--- config.mk ---
export PLATFORM = sky130hd
export DESIGN_NAME = irq_prio_resolver
export DESIGN_NICKNAME = d
export VERILOG_FILES = /design/src/rtl/irq_prio_pkg.sv /design/src/rtl/irq_prio_rotate.sv /design/src/rtl/irq_prio_first.sv /design/src/rtl/irq_prio_resolver.sv
export SDC_FILE = /design/constraint.sdc
export NUM_CORES = 1
export LEC_CHECK = 0
export ABC_AREA = 1
export BUFFER_PORTS_ARGS = -buffer_cell sky130_fd_sc_hd__buf_2
export CAP_MARGIN = 10
export CELL_PAD_IN_SITES_DETAIL_PLACEMENT = 1
export CELL_PAD_IN_SITES_GLOBAL_PLACEMENT = 1
export CORE_MARGIN = 4
export CORE_UTILIZATION = 25
export DETAILED_ROUTE_END_ITERATION = 7
export PLACE_DENSITY = 0.57
export SYNTH_ARGS = -nofsm -noshare
export SYNTH_HDL_FRONTEND = slang
export SYNTH_HIERARCHICAL = 1
export SYNTH_SLANG_ARGS = --single-unit
export TNS_END_PERCENT = 30
--- constraint.sdc ---
create_clock -name vclk -period 5.3
set_clock_uncertainty 0.05 [all_clocks]
set_input_delay 1.06 -clock vclk [all_inputs]
set_output_delay 1.06 -clock vclk [all_outputs]
set_load 0.01 [all_outputs]
--- src/rtl/irq_prio_pkg.sv ---
package irq_prio_pkg;

    // Selects the behaviour of a priority scanner instance.
    typedef enum logic [0:0] {
        SCAN_PENDING = 1'b0,   // stops at the first blocking bit
        SCAN_SERVICE = 1'b1    // plain first-hit search
    } scan_kind_e;

    localparam int unsigned IRQ_PINS_DEFAULT    = 8;
    localparam int unsigned CASCADE_PIN_DEFAULT = 2;

endpackage

--- src/rtl/irq_prio_rotate.sv ---
module irq_prio_rotate #(
    parameter int unsigned NUM_PINS = 8,
    parameter int unsigned PIN_W    = $clog2(NUM_PINS)
) (
    input  logic [NUM_PINS-1:0] vec_in,
    input  logic [PIN_W-1:0]    start_pin,
    output logic [NUM_PINS-1:0] vec_rot
);

    // Position k of the output carries the input that ranks k-th.
    for (genvar k = 0; k < NUM_PINS; k++) begin : g_lane
        logic [PIN_W-1:0] src_idx;
        assign src_idx    = start_pin + PIN_W'(k);
        assign vec_rot[k] = vec_in[src_idx];
    end

endmodule

--- src/rtl/irq_prio_first.sv ---
module irq_prio_first
    import irq_prio_pkg::*;
#(
    parameter int unsigned NUM_PINS  = 8,
    parameter int unsigned PIN_W     = $clog2(NUM_PINS),
    parameter scan_kind_e  SCAN_KIND = SCAN_SERVICE
) (
    input  logic [NUM_PINS-1:0] hit_rot,
    input  logic [NUM_PINS-1:0] stop_rot,
    output logic                found,
    output logic [PIN_W-1:0]    rank
);

    if (SCAN_KIND == SCAN_PENDING) begin : g_blocking
        // A stop bit ends the search and takes precedence at the same rank.
        always_comb begin
            logic done;
            done  = 1'b0;
            found = 1'b0;
            rank  = '0;
            for (int k = 0; k < NUM_PINS; k++) begin
                if (!done) begin
                    if (stop_rot[k]) begin
                        done = 1'b1;
                    end else if (hit_rot[k]) begin
                        found = 1'b1;
                        rank  = PIN_W'(k);
                        done  = 1'b1;
                    end
                end
            end
        end
    end else begin : g_plain
        logic unused_stop;
        assign unused_stop = ^stop_rot;
        always_comb begin
            found = 1'b0;
            rank  = '0;
            for (int k = NUM_PINS - 1; k >= 0; k--) begin
                if (hit_rot[k]) begin
                    found = 1'b1;
                    rank  = PIN_W'(k);
                end
            end
        end
    end

endmodule

--- src/rtl/irq_prio_resolver.sv ---
module irq_prio_resolver
    import irq_prio_pkg::*;
#(
    parameter int unsigned NUM_PINS    = IRQ_PINS_DEFAULT,
    parameter int unsigned CASCADE_PIN = CASCADE_PIN_DEFAULT
) (
    input  logic [NUM_PINS-1:0]         in_req,
    input  logic [NUM_PINS-1:0]         in_isr,
    input  logic [NUM_PINS-1:0]         in_mask,
    input  logic [$clog2(NUM_PINS)-1:0] lowest_pin,
    input  logic                        special_mask_en,
    input  logic                        nested_cascade_en,
    output logic                        pend_valid,
    output logic [$clog2(NUM_PINS)-1:0] pend_pin,
    output logic                        svc_valid,
    output logic [$clog2(NUM_PINS)-1:0] svc_pin
);

    localparam int unsigned PIN_W = $clog2(NUM_PINS);
    localparam logic [NUM_PINS-1:0] CASCADE_BIT =
        {{(NUM_PINS-1){1'b0}}, 1'b1} << CASCADE_PIN;

    logic [PIN_W-1:0]    start_pin;
    logic [NUM_PINS-1:0] eligible, blocking, svc_cand;
    logic [NUM_PINS-1:0] eligible_rot, blocking_rot, svc_cand_rot;
    logic                pend_found, svc_found;
    logic [PIN_W-1:0]    pend_rank, svc_rank;

    assign start_pin = lowest_pin + PIN_W'(1);

    always_comb begin
        eligible = in_req & ~in_mask;
        if (special_mask_en) begin
            blocking = '0;
            svc_cand = in_isr & ~in_mask;
        end else begin
            blocking = nested_cascade_en ? (in_isr & ~CASCADE_BIT) : in_isr;
            svc_cand = in_isr;
        end
    end

    irq_prio_rotate #(.NUM_PINS(NUM_PINS), .PIN_W(PIN_W)) u_rot_elig (
        .vec_in(eligible), .start_pin(start_pin), .vec_rot(eligible_rot));
    irq_prio_rotate #(.NUM_PINS(NUM_PINS), .PIN_W(PIN_W)) u_rot_blk (
        .vec_in(blocking), .start_pin(start_pin), .vec_rot(blocking_rot));
    irq_prio_rotate #(.NUM_PINS(NUM_PINS), .PIN_W(PIN_W)) u_rot_svc (
        .vec_in(svc_cand), .start_pin(start_pin), .vec_rot(svc_cand_rot));

    irq_prio_first #(.NUM_PINS(NUM_PINS), .PIN_W(PIN_W), .SCAN_KIND(SCAN_PENDING)) u_scan_pend (
        .hit_rot(eligible_rot), .stop_rot(blocking_rot),
        .found(pend_found), .rank(pend_rank));
    irq_prio_first #(.NUM_PINS(NUM_PINS), .PIN_W(PIN_W), .SCAN_KIND(SCAN_SERVICE)) u_scan_svc (
        .hit_rot(svc_cand_rot), .stop_rot('0),
        .found(svc_found), .rank(svc_rank));

    // Map the winning rank back to an input index; report 0 when none wins.
    always_comb begin
        pend_valid = pend_found;
        svc_valid  = svc_found;
        pend_pin   = pend_found ? PIN_W'(start_pin + pend_rank) : '0;
        svc_pin    = svc_found  ? PIN_W'(start_pin + svc_rank)  : '0;
    end

endmodule

==> results by group <==
Status
  – Status: finished clean

Synth
  – Syn avg cell area: 5.08 um2
  – Net Count, Synth: 437
  – Synthesis Warnings: 6
  – Synth Instances: 397
  – Post-synthesis cell area: 2020 um2

Timing
  – Slew HR: 79.6%
  – Tcrit/Tclk final: 94.8%
  – Fmax: 199 MHz
  – Final hold vios: 0
  – Tmin final: 5.03 ns
  – # setup viols final: 0
  – RSZ-0062 raised after global routing: true
  – Hold Slack: 2.62 ns
  – Worst setup margin: 0.274 ns
  – Slew Viols, Final: 0
  – Slew @ Worst Pin: 0.306 ns

Routing
  – Drt drc: 0
  – Initial detailed-routing violation count: 64
  – Vias: 2,535
  – Post-route ant nets: 0
  – Drt wl/cell: 13.3 um
  – First-pass iteration count of the detailed router: 4
  – Routed WL: 7.10 mm
  – DR vias/cell: 4.74

Placement
  – RePlAce Congestion: 0.832
  – Area after DPL: 2300 um2
  – Place WS: 0.160 ns
  – IO buf count: 37
  – HPWL Detailed: 6.26 mm

Global routing
  – GRT Util Overall: 15.0%
  – Remaining Overflow, GRT: 0
  – Initial antenna violation count: 0
  – Largest net degree at the start of global routing: 20
  – Vias in the first global route: 2,723
  – First-pass GRT wire length: 12.4 mm

Pwr
  – Pwr per Cell Area: 165 nW/um2
  – Max rail drop VDD: 38.6 uV
  – LEAKAGE: 0.00136 uW

Finish
  – Antenna cell count: 0
  – Layout cell share with drive strength beyond 1: 25.2%
  – Fill cells: 1,100
  – Area growth syn-to-layout: 15.9%
  – Final Cell Area: 2340 um2
  – Layout Nets: 475
  – Clock buffer count: 0
  – FF+latch area: 0 um2
  – Final sequential cell count: 0

Setup path
  – Crit Path Class: primary input to output pin
  – CP Launch Point: lowest_pin[0]
  – CP required: 4.19 ns
  – Startpoint types: primary input
  – Endpoint type of the worst setup path: output pin
  – Crit path max fanout: 9
  – CP Data Arrival Time: 3.92 ns
  – Worst Setup EP: svc_pin[2]

Clocking
  – Hold buffers post-CTS: 0
  – Setup Buffers After CTS: 0
  – CTS-repair resized insts: 0

Floorplanning
  – Initial Util: 26.0%
  – Boundary Pins: 37
  – Area of the die: 9570 um2
  – FP Rows: 32
  – Die width: 97.8 um
  – Die height: 97.8 um
  – Core region area: 7770 um2

Job
  – Max cap viols: 0

Min path
  – Hold crit path type: primary input to output pin
placed cells by master, fill, tap and decap left out, drive strengths merged, types with 2 or more instances in the layout:
cell type and instances:
a21oi 10, buf 44, clkinv 3, fa 2
ha 9, inv 63, nand2 154, nand3 100
nand4 2, nor2 34, nor3 3, or2 2
stage by stage:
step                 TNS, ns  utilization [%]  total power (uW)  cells
floorplan                  0                -               284    397
global route        -0.00611             30.1               447    535
CTS                        0             29.7               387    535
detailed placement         0             29.7               385    535
finish                     0             30.1               387    535
global placement           0             29.7               375    535
critical path, cell delays in order:
cell and delay, ns:
buf_2 0.11, ha_2 0.38, buf_6 0.16, inv_2 0.08
ha_2 0.38, nand3_1 0.12, nand3_1 0.10, nand2_1 0.09
inv_1 0.08, nand2_1 0.05, nand2_1 0.05, nand2_1 0.04
nand2_1 0.05, a21oi_1 0.06, ha_1 0.19, fa_1 0.42
inv_1 0.07, nand2_1 0.05, nand2_1 0.07, nand2_1 0.06
a21oi_2 0.12, buf_2 0.13
routing by layer:
metal / share of wire [%] / track usage, % / up-vias
li1: - / - / 1331
met1: 47 / 18.7 / 1193
met2: 52 / 30.3 / 11
met3: 0.55 / 0.143 / 0
met4: 0 / 0.106 / 0
met5: 0 / 0 / -
where the power goes:
part           internal [uW]  leakage [uW]  switching [uW]  total, uW
Combinational            140       0.00136             247        387
Sequential                 0             0               0          0
Clock                      0             0               0          0
worst min path at each step:
| stage | from | to | depth (start not counted) |
|---|---|---|---|
| 3_5_place_dp | lowest_pin[2] | pend_pin[2] | 6 |
| 5_1_grt | lowest_pin[2] | svc_pin[2] | 6 |
| 3_3_place_gp | lowest_pin[2] | svc_pin[2] | 6 |
| 4_1_cts | lowest_pin[2] | pend_pin[2] | 6 |
| 6_report | lowest_pin[2] | pend_pin[2] | 6 |
| 2_1_floorplan | lowest_pin[2] | pend_pin[2] | 4 |
final cells by class:
type | count | area [um2] | share of cell area (%)
inverters | 66 | 282 | 12.0
multi-input cells | 323 | 1670 | 71.5
well taps | 102 | 128 | 5.46
repair buffers | 44 | 258 | 11.0
No activity file was read; power rests on OpenSTA's default activity.
